**src/rtl/mdio_pkg.sv**
```systemverilog
package mdio_pkg;
  localparam int PRE_LEN   = 32;
  localparam int FRAME_LEN = 64;
  localparam int TA_POS    = 46;   // first turnaround bit
  localparam int DATA_POS  = 48;   // first data bit
  localparam int IDX_W     = $clog2(FRAME_LEN);

  localparam logic [1:0] OP_WR = 2'b01;
  localparam logic [1:0] OP_RD = 2'b10;

  typedef struct packed {
    logic [2:0]  rsvd;
    logic        rdy;
    logic [1:0]  op;
    logic [4:0]  phy;
    logic [4:0]  regad;
    logic [15:0] data;
  } cmd_word_t;
endpackage

```
**src/rtl/mdio_clkdiv.sv**
```systemverilog
module mdio_clkdiv #(
  parameter int DIV_HALF = 4
) (
  input  logic clk,
  input  logic rst,
  input  logic en,
  output logic mdc,
  output logic rise_tick,
  output logic fall_tick
);
  localparam int CW = (DIV_HALF > 1) ? $clog2(DIV_HALF) : 1;
  localparam logic [CW-1:0] LAST = CW'(DIV_HALF - 1);

  logic [CW-1:0] cnt;
  logic          wrap;

  assign wrap      = en && (cnt == LAST);
  assign rise_tick = wrap && !mdc;
  assign fall_tick = wrap && mdc;

  always_ff @(posedge clk) begin
    if (rst || !en) begin
      cnt <= '0;
      mdc <= 1'b0;
    end else if (wrap) begin
      cnt <= '0;
      mdc <= ~mdc;
    end else begin
      cnt <= cnt + 1'b1;
    end
  end

  // the clock parks low whenever the divider is disabled
  a_r7_idle_low: assert property (@(posedge clk) disable iff (rst)
    !en |=> !mdc);
endmodule

```
**src/rtl/mdio_frame_eng.sv**
```systemverilog
module mdio_frame_eng
  import mdio_pkg::*;
(
  input  logic        clk,
  input  logic        rst,
  input  logic        start,
  input  logic [1:0]  op,
  input  logic [4:0]  phy,
  input  logic [4:0]  regad,
  input  logic [15:0] wdata,
  input  logic        rise_tick,
  input  logic        fall_tick,
  input  logic        mdio_i,
  output logic        busy,
  output logic        done,
  output logic        mdio_o,
  output logic        mdio_oe,
  output logic [15:0] rdata
);
  localparam logic [IDX_W-1:0] LAST_IDX = IDX_W'(FRAME_LEN - 1);
  localparam logic [IDX_W-1:0] PRE_TA   = IDX_W'(TA_POS - 1);
  localparam logic [IDX_W-1:0] DAT_IDX  = IDX_W'(DATA_POS);

  logic                 is_rd;
  logic [IDX_W-1:0]     idx;
  logic [FRAME_LEN-1:0] shreg;
  logic [FRAME_LEN-1:0] frame_w;
  logic                 start_rd;

  assign start_rd = (op == OP_RD);
  assign frame_w  = {{PRE_LEN{1'b1}}, 2'b01, op, phy, regad,
                     start_rd ? 2'b11 : 2'b10,
                     start_rd ? 16'hFFFF : wdata};

  always_ff @(posedge clk) begin
    if (rst) begin
      busy    <= 1'b0;
      done    <= 1'b0;
      is_rd   <= 1'b0;
      idx     <= '0;
      shreg   <= '0;
      mdio_o  <= 1'b1;
      mdio_oe <= 1'b0;
      rdata   <= '0;
    end else begin
      done <= 1'b0;
      if (start && !busy) begin
        busy    <= 1'b1;
        is_rd   <= start_rd;
        idx     <= '0;
        shreg   <= {frame_w[FRAME_LEN-2:0], 1'b0};
        mdio_o  <= frame_w[FRAME_LEN-1];
        mdio_oe <= 1'b1;
      end else if (busy) begin
        if (rise_tick && is_rd && idx >= DAT_IDX)
          rdata <= {rdata[14:0], mdio_i};
        if (fall_tick) begin
          if (idx == LAST_IDX) begin
            busy    <= 1'b0;
            done    <= 1'b1;
            mdio_o  <= 1'b1;
            mdio_oe <= 1'b0;
          end else begin
            idx     <= idx + 1'b1;
            mdio_o  <= shreg[FRAME_LEN-1];
            shreg   <= {shreg[FRAME_LEN-2:0], 1'b0};
            mdio_oe <= !(is_rd && idx >= PRE_TA);
          end
        end
      end
    end
  end

  // the pad is released through turnaround and data of a read
  a_r5_read_released: assert property (@(posedge clk) disable iff (rst)
    (busy && is_rd && idx >= IDX_W'(TA_POS)) |-> !mdio_oe);
  // no drive on the line while idle
  a_r1_idle_released: assert property (@(posedge clk) disable iff (rst)
    !busy |-> !mdio_oe);
  // completion only follows a falling tick of the last bit
  a_r9_done_after_last: assert property (@(posedge clk) disable iff (rst)
    $rose(done) |-> $past(fall_tick) && $past(idx) == LAST_IDX);
endmodule

```
**src/rtl/mdio_cmd_ctrl.sv**
```systemverilog
module mdio_cmd_ctrl
  import mdio_pkg::*;
#(
  parameter int DIV_HALF = 4
) (
  input  logic        clk,
  input  logic        rst,
  input  logic        cmd_wr,
  input  logic [31:0] cmd_wdata,
  output logic [31:0] cmd_rdata,
  output logic        mdc,
  output logic        mdio_o,
  output logic        mdio_oe,
  input  logic        mdio_i
);
  cmd_word_t   wr_w;
  logic        ready_q;
  logic [1:0]  op_q;
  logic [4:0]  phy_q;
  logic [4:0]  reg_q;
  logic [15:0] data_q;
  logic        accept;
  logic        eng_busy;
  logic        eng_done;
  logic [15:0] eng_rdata;
  logic        rise_tick;
  logic        fall_tick;
  logic        unused_ok;

  assign wr_w      = cmd_wdata;
  assign unused_ok = ^{wr_w.rsvd, wr_w.rdy};
  assign accept    = cmd_wr && ready_q;

  always_ff @(posedge clk) begin
    if (rst) begin
      ready_q <= 1'b1;
      op_q    <= '0;
      phy_q   <= '0;
      reg_q   <= '0;
      data_q  <= '0;
    end else if (accept) begin
      ready_q <= 1'b0;
      op_q    <= wr_w.op;
      phy_q   <= wr_w.phy;
      reg_q   <= wr_w.regad;
      data_q  <= wr_w.data;
    end else if (eng_done) begin
      ready_q <= 1'b1;
      if (op_q == OP_RD)
        data_q <= eng_rdata;
    end
  end

  assign cmd_rdata = {3'b000, ready_q, op_q, phy_q, reg_q, data_q};

  mdio_clkdiv #(.DIV_HALF(DIV_HALF)) u_div (
    .clk       (clk),
    .rst       (rst),
    .en        (eng_busy),
    .mdc       (mdc),
    .rise_tick (rise_tick),
    .fall_tick (fall_tick)
  );

  mdio_frame_eng u_eng (
    .clk       (clk),
    .rst       (rst),
    .start     (accept),
    .op        (wr_w.op),
    .phy       (wr_w.phy),
    .regad     (wr_w.regad),
    .wdata     (wr_w.data),
    .rise_tick (rise_tick),
    .fall_tick (fall_tick),
    .mdio_i    (mdio_i),
    .busy      (eng_busy),
    .done      (eng_done),
    .mdio_o    (mdio_o),
    .mdio_oe   (mdio_oe),
    .rdata     (eng_rdata)
  );

  // an accepted command clears the ready flag
  a_r2_ready_clears: assert property (@(posedge clk) disable iff (rst)
    accept |=> !ready_q);
  // a command written while not ready leaves the stored fields alone
  a_r8_busy_ignored: assert property (@(posedge clk) disable iff (rst)
    (cmd_wr && !ready_q && !eng_done) |=>
      $stable(op_q) && $stable(phy_q) && $stable(reg_q) && $stable(data_q));
  // data and enable hold across the rising edge of MDC
  a_r7_stable_on_rise: assert property (@(posedge clk) disable iff (rst)
    $rose(mdc) |-> $stable(mdio_o) && $stable(mdio_oe));
endmodule

```
**config.mk**
```make
export PLATFORM = sky130hd
export DESIGN_NAME = mdio_cmd_ctrl
export DESIGN_NICKNAME = d
export VERILOG_FILES = /design/src/rtl/mdio_pkg.sv /design/src/rtl/mdio_clkdiv.sv /design/src/rtl/mdio_frame_eng.sv /design/src/rtl/mdio_cmd_ctrl.sv
export SDC_FILE = /design/constraint.sdc
export NUM_CORES = 1
export LEC_CHECK = 0
export ABC_AREA = 1
export BUFFER_PORTS_ARGS = -buffer_cell sky130_fd_sc_hd__buf_4
export CAP_MARGIN = 10
export CORE_MARGIN = 3
export CORE_UTILIZATION = 50
export CTS_CLUSTER_SIZE = 16
export DETAILED_ROUTE_END_ITERATION = 8
export PLACE_DENSITY = 0.71
export SKIP_CTS_REPAIR_TIMING = 1
export SYNTH_ARGS = -nofsm -noshare
export SYNTH_HDL_FRONTEND = slang
export SYNTH_HIERARCHICAL = 1
export SYNTH_SLANG_ARGS = --single-unit
```
**constraint.sdc**
```tcl
create_clock -name clk -period 2.25 [get_ports clk]
set_clock_uncertainty 0.05 [all_clocks]
set_input_delay 0.1125 -clock clk [delete_from_list [all_inputs] [get_ports clk]]
set_output_delay 0.1125 -clock clk [all_outputs]
set_load 0.01 [all_outputs]
```
=== After elaboration in Yosys (flattened, before gate mapping) ===
Index checks and enable logic that the tools add are counted.

* Register bits after elaboration: 122
* Input bits: 36
* Output and inout bits: 35
* Logic and storage cells: 76

* Add/subtract/negate cells: 2
* Order comparisons: 2
* Equal/unequal tests: 5
* Multiplexer cells: 21
* Bitwise logic cells: 5
* Reduce and logical (&&, ||, !) cells: 25

{| class="wikitable"
|+ Operators by type and width
! cell !! number
|-
| 2-to-1 mux 64 bit || 4
|-
| 2-to-1 mux 16 bit || 4
|-
| 2-to-1 mux 1 bit || 13
|-
| >= comparator 6 bit (second input constant) || 2
|-
| AND reduction 3 bit || 3
|-
| logical AND 1 bit || 8
|-
| nonzero test 2 bit || 4
|-
| adder 6 x 1 -> 6 bit (second input constant) || 1
|-
| equality test 2 bit (second input constant) || 3
|-
| equality test 6 bit (second input constant) || 1
|-
| AND reduction 2 bit || 3
|-
| NOT 1 bit || 5
|-
| OR reduction 2 bit || 2
|-
| OR reduction 4 bit || 1
|-
| logical NOT 1 bit || 3
|-
| adder 2 x 1 -> 2 bit (second input constant) || 1
|-
| inequality test 2 x 1 -> 1 bit (second input constant) || 1
|-
| logical OR 1 bit || 1
|}

=== Depth between registers and ports, before layout ===
Gate-level depths: netlist (run 1).

* Depth in word-level cells: 7
* Mapped depth: 13
* Gate-level depth less buffers: 9

=== By module ===
Netlist (run 1), hierarchy kept.

{| class="wikitable"
|+ Modules (own cells, without submodules)
! module !! instances !! cells an instance !! area an instance (µm²) !! sequential area each (µm²)
|-
| mdio_frame_eng || 1 || 574 || 3978.8 || 1801.7
|-
| mdio_cmd_ctrl || 1 || 219 || 1428.9 || 580.6
|-
| mdio_clkdiv || 1 || 18 || 127.6 || 60.1
|}

=== Worst setup path before layout (run 1) ===
Ideal clock, no wire load.

* Path kind: flip-flop to flip-flop
* Start: reg ready_q
* End: reg u_eng.shreg[10]
* Library setup time: 0.132 ns
* Arrival: 1.558 ns
* Required time: 2.068 ns
* Slack: 0.510 ns
* Stages on the path, launching flop included: 13
* Clock period less this slack: 1.740 ns
* Path through: dfxtp_1 buf_6 nand2_4 buf_6 inv_4 buf_6 buf_2 clkbuf_1 a21oi_1 nand3_1 nand2_1 inv_1 a21oi_1

* Cells in the longest elaborated chain, start to end: 4
* Elaborated cells on any way between the ends: 7
* Those cells by class: eq/ne (1); mux (1); reduce/logical (5)

{| class="wikitable"
|+ RTL lines
! item !! RTL line !! text
|-
| start: declaration || mdio_cmd_ctrl.sv:17 || <nowiki>logic ready_q;</nowiki>
|-
| start signal: assignment || mdio_cmd_ctrl.sv:36 || <nowiki>ready_q <= 1'b1;</nowiki>
|-
| start signal: assignment || mdio_cmd_ctrl.sv:42 || <nowiki>ready_q <= 1'b0;</nowiki>
|-
| start signal: assignment || mdio_cmd_ctrl.sv:48 || <nowiki>ready_q <= 1'b1;</nowiki>
|-
| logical AND 1 bit (*) || mdio_cmd_ctrl.sv:32 || <nowiki>assign accept = cmd_wr && ready_q;</nowiki>
|-
| net accept || mdio_cmd_ctrl.sv:22 || <nowiki>logic accept;</nowiki>
|-
| logical AND 1 bit (*) || mdio_frame_eng.sv:47 || <nowiki>if (start && !busy) begin</nowiki>
|-
| inequality test 2 x 1 -> 1 bit (no source line) / nonzero test 2 bit (equally long branches) || n/a ||
|-
| AND reduction 3 bit (no source line) || n/a ||
|-
| end signal: assignment || mdio_frame_eng.sv:51 || <nowiki>shreg <= {frame_w[FRAME_LEN-2:0], 1'b0};</nowiki>
|-
| end signal: assignment || mdio_frame_eng.sv:66 || <nowiki>shreg <= {shreg[FRAME_LEN-2:0], 1'b0};</nowiki>
|-
| end: declaration || mdio_frame_eng.sv:26 || <nowiki>logic [FRAME_LEN-1:0] shreg;</nowiki>
|}

Mark *: on every way through the listed nets, which the timed path passes. The rest lies on a longest branch.
A chain may end at the register's enable or synchronous reset.

=== Final worst setup path (run 1) ===
* Start: reg u_div.cnt[0]
* End: reg u_eng.shreg[36]

* Cells in the longest elaborated chain, start to end: 5

{| class="wikitable"
|+ RTL lines
! item !! RTL line !! text
|-
| start: declaration || mdio_clkdiv.sv:14 || <nowiki>logic [CW-1:0] cnt;</nowiki>
|-
| start signal: assignment || mdio_clkdiv.sv:29 || <nowiki>cnt <= cnt + 1'b1;</nowiki>
|-
| equality test 2 bit || mdio_clkdiv.sv:17 || <nowiki>assign wrap = en && (cnt == LAST);</nowiki>
|-
| logical AND 1 bit || mdio_clkdiv.sv:17 ||
|-
| logical AND 1 bit || mdio_clkdiv.sv:19 || <nowiki>assign fall_tick = wrap && mdc;</nowiki>
|-
| net fall_tick || mdio_cmd_ctrl.sv:27 || <nowiki>logic fall_tick;</nowiki>
|-
| nonzero test 2 bit (no source line) || n/a ||
|-
| AND reduction 3 bit (no source line) || n/a ||
|}

The timed path passes the listed nets, and every way through them passes these cells.

==> results of run 1 <==
==> worst max-delay path by stage <==
stage / endpoint / start / slack (ps)
finish: u_eng/shreg[36] / u_div/cnt[0] / 180
global route: u_eng/shreg[36] / u_div/cnt[0] / 20
CTS: u_eng/shreg[36] / u_div/cnt[0] / 130
detailed placement: u_eng/shreg[47] / u_div/cnt[0] / 170
global placement: u_eng/shreg[42] / u_div/cnt[0] / 290
floorplan: u_eng/shreg[10] / ready_q / 510
==> power by group through the flow <==
| stage | clock network, mW | registers [mW] | logic (mW) |
|---|---|---|---|
| 5_1_grt | 2.88 | 2.39 | 0.754 |
| 4_1_cts | 2.77 | 2.37 | 0.616 |
| 2_1_floorplan | 0 | 2.42 | 0.408 |
| 3_3_place_gp | 0 | 2.41 | 0.597 |
| 6_report | 2.72 | 2.37 | 0.663 |
| 3_5_place_dp | 0 | 2.42 | 0.609 |
==> cell families after synthesis <==
logic type      synth area share
compound gates             0.131
xor+xnor                 0.00317
fa+ha+maj                0.00904
buf+inv                    0.122
flops                      0.441
other cells             0.000677
simple gates               0.292
==> stage by stage <==
| stage | hold WS [ps] | area [um^2] | worst slack, ps |
|---|---|---|---|
| finish | 63.0 | 6900 | 181 |
| global route | 68.7 | 6900 | 20.5 |
| CTS | -255 | 6580 | 127 |
| detailed placement | 293 | 5980 | 166 |
| global placement | 289 | 5980 | 290 |
| floorplan | 132 | 5540 | 510 |
==> sequential cells by signal (all words and copies together), names as in the netlist, 2 cells and up <==
register / flops
reg_q: 5
u_eng/idx: 6
u_eng/rdata: 16
op_q: 2
u_eng/shreg: 63
data_q: 16
phy_q: 5
u_div/cnt: 2
==> worst max-delay path, cell delays in order, from the launching register on <==
cell and delay (ps):
dfxtp_1 320, ha_1 220, nand2_1 90, nor2_1 60, nand2_1 180, clkinv_2 270, nand2_4 270, nand2_1 90
buf_6 200, nor2_1 140, nor2_1 60
==> final cells by class <==
type | instances | share of cell area
Clock inverter | 7 | 0.0163
Sequential cell | 122 | 0.354
Multi-Input combinational cell | 546 | 0.351
Tap cell | 136 | 0.0247
Inverter | 90 | 0.0495
Clock buffer | 25 | 0.0702
Timing Repair Buffer | 112 | 0.134
==> Yosys cell counts (all sizes together) <==
| library cell | n |
|---|---|
| xor2 | 1 |
| ha | 4 |
| o21ai | 81 |
| nor3 | 1 |
| clkinv | 1 |
| o22ai | 1 |
| dfxtp | 122 |
| conb | 1 |
| inv | 89 |
| nand3 | 71 |
| o211ai | 1 |
| o21bai | 1 |
| a21oi | 58 |
| clkbuf | 18 |
| o221ai | 1 |
| xnor2 | 1 |
| buf | 37 |
| nor2 | 179 |
| nand2 | 143 |
==> metal layers <==
metal / share of wire / track usage / vias up
met1: 0.43 / 0.266 / 2422
met5: 0 / 0 / -
met2: 0.50 / 0.354 / 166
met3: 0.058 / 0.0655 / 22
li1: - / - / 2697
met4: 0.017 / 0.0754 / 0
==> reports/metrics.yaml, run 1 <==
logic_synthesis:
  syn-cell-area_um2: 5540
  ys_ff_latch: 122
  seq_area_frac_synth: 0.441
  synthDistinctLibCells: 28
  yosys-top-cells-area: "dfxtp_1, nor2_1, nand2_1"
  synthCells: 811
  yosysTopAreaCell: "dfxtp_1"
  syn_avg_cell_area_um2: 6.83
  yosysTopAreaCellShare: 0.441
  yosysWarningCount: 6
timing:
  min_period_over_period: 0.920
  finalHoldViolCount: 0
  setup_viol: 0
  worst_slew_pin_slew_ps: 539
  fin_crit_ps: 2070
  slew_headroom: 0.641
  rsz0062_at_grt: "no"
  maxSlewViolCount: 0
  max_freq_ghz: 0.483
  tns_ps: 0
die:
  coreArea_um2: 10600
  die_x_um: 111
  start_util: 0.524
  dieArea_um2: 12400
  io_pins: 71
  rows: 37
  die_y_um: 111
finish:
  finalNonFillerCells: 1038
  final_cell_mix: "nor2_1, nand2_1, dfxtp_1"
  multi_input_area_um2: 2420
  antennaDiodeCount: 0
  nFillCells: 906
  area_delta_synth_final_pct: 24.6
  layout_commonest_cell: "nor2_1"
  fin_nets: 929
  utilization: 0.653
  seq_area_um2: 2440
  layout-drive-gt1-share: 0.134
pwr:
  p_total_mw: 5.75
  power_switching_mw: 1.37
  swShare: 0.238
  leakagePower_nw: 3.24
  vdd_drop_max_uv: 582
  pwr-share-seq: 0.412
  comb_power_share: 0.115
  pwr-share-clk: 0.472
  p_per_area_nw_per_um2: 834
  p_int_mw: 4.38
drt:
  viasPerCell: 5.11
  vias: 5307
  drc: 0
  first_iter_violations: 542
  drt_wl_total_mm: 13.7
  firstDrtPassIters: 5
  antenna_left: 0
  wl_per_cell_um: 13.2
worst_setup_path:
  cp-end-kind: "flop"
  path_max_fanout: 33
  worstReg2RegEnd: "u_eng/shreg[36]"
  ff2ff_path_depth: 10
  reg2reg_from: "u_div/cnt[0]"
  crit_required_ps: 2600
  cp-start-kind: "flop"
  worstPathArrival_ps: 2420
  critPathKind: "reg2reg"
  rrSetupSlack_ps: 180
min_path:
  hold_depth: 5
  hp-class: "in2reg"
  hold_start: "cmd_wr"
  hold_end: "data_q[2]"
clock_tree:
  clock_latency_ps: 520
  cts-buffers-inserted: 17
  clk_pin_slew_ps: 50
  h-tree-depth: 4
  cts_tree: "built"
  cts-root-buf: "clkbuf_8"
  clk_path_buf_depth: 2
  cts_sinks: 122
place:
  dp_hpwl_mm: 8.33
  place.gp.congestion: 0.831
  io_buffers: 63
  placedCellCount: 975
global_route:
  grt_overflow_total: 0
  grt_pass1_wl_mm: 22.1
  grtUsageTotal: 0.215
  grt_max_degree: 38
  grt_pass1_vias: 4758
  antenna_found_initial: 0
job:
  maxCapViolations: 0
status:
  status: "complete, no violations"
Note: power is estimated with default switching activity, not from simulation.
==> run 2: changes to the inputs <==
--- a/config.mk
+++ b/config.mk
@@ -8,12 +8,12 @@
 export ABC_AREA = 1
 export BUFFER_PORTS_ARGS = -buffer_cell sky130_fd_sc_hd__buf_4
 export CAP_MARGIN = 10
+export CORE_ASPECT_RATIO = 0.75
 export CORE_MARGIN = 3
 export CORE_UTILIZATION = 50
 export CTS_CLUSTER_SIZE = 16
 export DETAILED_ROUTE_END_ITERATION = 8
 export PLACE_DENSITY = 0.71
-export SKIP_CTS_REPAIR_TIMING = 1
 export SYNTH_ARGS = -nofsm -noshare
 export SYNTH_HDL_FRONTEND = slang
 export SYNTH_HIERARCHICAL = 1
==> run 2 against run 1 <==
Sequential power is essentially flat. Combinational power shrank 4.4%. Wire length shrank 2.2%. Flip-flop and latch count is the same. Critical path type unchanged. Critical endpoint is now u_eng/shreg[35]. Highest routed layer unchanged.
==> reports/metrics.yaml, run 2 (synthesis gave the netlist of run 1 again) <==
finish:
  final_cell_mix: "nor2_1, nand2_1, dfxtp_1"
  layout-drive-gt1-share: 0.138  # +0.00386
  largest_reg_flops: 63  # unchanged
  fin_nets: 911  # -1.9%
  top_regs: "u_eng/shreg: 63 flops, data_q: 16 flops, u_eng/rdata: 16 flops"
  nFillCells: 912  # +0.66%
  regMostFlops: "u_eng/shreg"
  area_delta_synth_final_pct: 22.4
  antennaDiodeCount: 0  # unchanged
  layout_commonest_cell: "nor2_1"
timing:
  fin_crit_ps: 1950  # -121 ps
  max_freq_ghz: 0.513  # +6.2%
  tns_ps: 0  # unchanged
  maxSlewViolCount: 0  # unchanged
  setup_viol: 0  # unchanged
  holdWs_ps: 12.9  # -50.1 ps
  worst_slew_pin_slew_ps: 514  # -24.5 ps
  finalHoldViolCount: 0  # unchanged
  rsz0062_at_grt: "no"
  slew_headroom: 0.657  # +0.0163
  min_period_over_period: 0.866  # -0.0537
clock_tree:
  cts-root-buf: "clkbuf_16"
  clk_pin_slew_ps: 50  # about the same
  clock_latency_ps: 400  # -120 ps
  cts_tree: "built"
  cts_sinks: 122  # unchanged
  h-tree-depth: 4  # unchanged
  post_cts_resized: 0
  cts-buffers-inserted: 17  # unchanged
  clk_path_buf_depth: 2  # unchanged
drt:
  firstDrtPassIters: 5  # unchanged
  vias: 5233  # -1.4%
  drc: 0  # unchanged
  wl_per_cell_um: 13.1  # -0.51%
  drt_wl_total_mm: 13.4  # -2.2%
  antenna_left: 0  # unchanged
  first_iter_violations: 447  # -18%
  viasPerCell: 5.13  # +0.35%
global_route:
  antenna_found_initial: 0  # unchanged
  grt_pass1_wl_mm: 22.0  # -0.31%
  grt_overflow_total: 0  # unchanged
  grtUsageTotal: 0.213  # -0.00166
  grt_pass1_vias: 4652  # -2.2%
  grt_max_degree: 38  # unchanged
die:
  die_y_um: 97.1  # -13%
  start_util: 0.526  # +0.00125
  io_pins: 71  # unchanged
  dieArea_um2: 12400  # +0.11%
  die_x_um: 127  # +15%
  coreArea_um2: 10500  # -0.24%
  rows: 32  # -14%
pwr:
  comb_power_share: 0.105  # -0.010
  p_per_area_nw_per_um2: 892  # +6.9%
  swShare: 0.233  # -0.00563
  power_switching_mw: 1.41  # +2.5%
  leakagePower_nw: 3.18  # -1.8%
  vdd_drop_max_uv: 613  # +5.2%
  pwr-share-clk: 0.502  # +0.030
  p_int_mw: 4.63  # +5.7%
  pwr-share-seq: 0.393  # -0.019
place:
  dp_hpwl_mm: 8.49  # +2.0%
  place.gp.congestion: 0.793  # -4.5%
  io_buffers: 63  # unchanged
min_path:
  hp-class: "in2reg"
worst_setup_path:
  cp_slowest_stage_delay_ps: 330  # about the same
  cp-end-kind: "flop"
  cp-start-kind: "flop"
  crit_required_ps: 2530  # -70 ps
  slowest_stage: "dfxtp_1"
  path_max_fanout: 32  # -3.0%
  cpLargestDelayFamily: "simple AND/OR/NAND/NOR gates"
  critPathKind: "reg2reg"
  worstPathArrival_ps: 2230  # -190 ps
  crit_chain: "ha_1, nand2_1, nor2_1, nand2_1, inv_2, nand2_4, nand2_1, buf_4, nor2_1, nor2_1"
  worst-path-buf-inv: 2  # unchanged
job:
  maxCapViolations: 0  # unchanged
status:
  status: "complete, no violations"
-- run 2: cell count changes in the layout (fill, tap and decap cells not counted), sizes merged --
cell / change
clkbuf: -5
clkinvlp: +2
inv: +1
bufinv: +3
dlygate4sd3: -18
clkinv: -1
-- run 2: area by class of cell --
type,instances,area (um^2),area share
Clock buffer,20,437,0.0645
Inverter,90,340,0.0502
Timing Repair Buffer,94,738,0.109
Multi-Input combinational cell,546,2420,0.358
Tap cell,136,170,0.0251
Clock inverter,12,221,0.0327
Sequential cell,122,2440,0.361
-- run 2: path summary, 6_finish.rpt --
path	cells after the start	endpoint	slack [ps]	start
max reg2reg	10	u_eng/shreg[35]	300	u_div/cnt[0]
min	3	u_eng/shreg[1]	10	cmd_wdata[0]
max	10	u_eng/shreg[35]	300	u_div/cnt[0]
min reg2reg	1	u_div/cnt[0]	370	u_div/cnt[0]
-- run 2: what timing repair did --
action / 4_1_cts / 5_1_grt
hold buffers: 13 / 0
buffers inserted: 0 / 0
endpoints found under the hold margin: 13 / 0
-- run 2: stage by stage --
stage	setup slack (ps)	total power [mW]	instances	area, um^2	utilization
after floorplan	510	2.83	813	5540	-
after global routing	58.5	6.27	1020	6770	0.643
final	301	6.04	1020	6770	0.643
after global placement	448	3.00	975	5980	0.568
after CTS	281	6.08	1020	6770	0.643
after detailed placement	319	3.03	975	5980	0.568
-- run 2: per-layer routing --
layer / vias up / track usage / wire length [um]
li1: 2656 / - / -
met1: 2389 / 0.293 / 6250
met2: 171 / 0.324 / 6070
met3: 17 / 0.0462 / 885
met4: 0 / 0.0874 / 165
met5: - / 0 / 0
-- run 2: power groups by stage --
stage | logic [mW] | registers [mW] | clock network (mW)
after floorplan | 0.408 | 2.42 | 0
after global placement | 0.596 | 2.41 | 0
after detailed placement | 0.611 | 2.42 | 0
after CTS | 0.633 | 2.37 | 3.08
after global routing | 0.715 | 2.39 | 3.17
final | 0.634 | 2.37 | 3.03
-- run 2: worst min-delay path: stages --
cell and delay [ps]:
buf_4 80, o21ai_0 80, a21oi_1 140
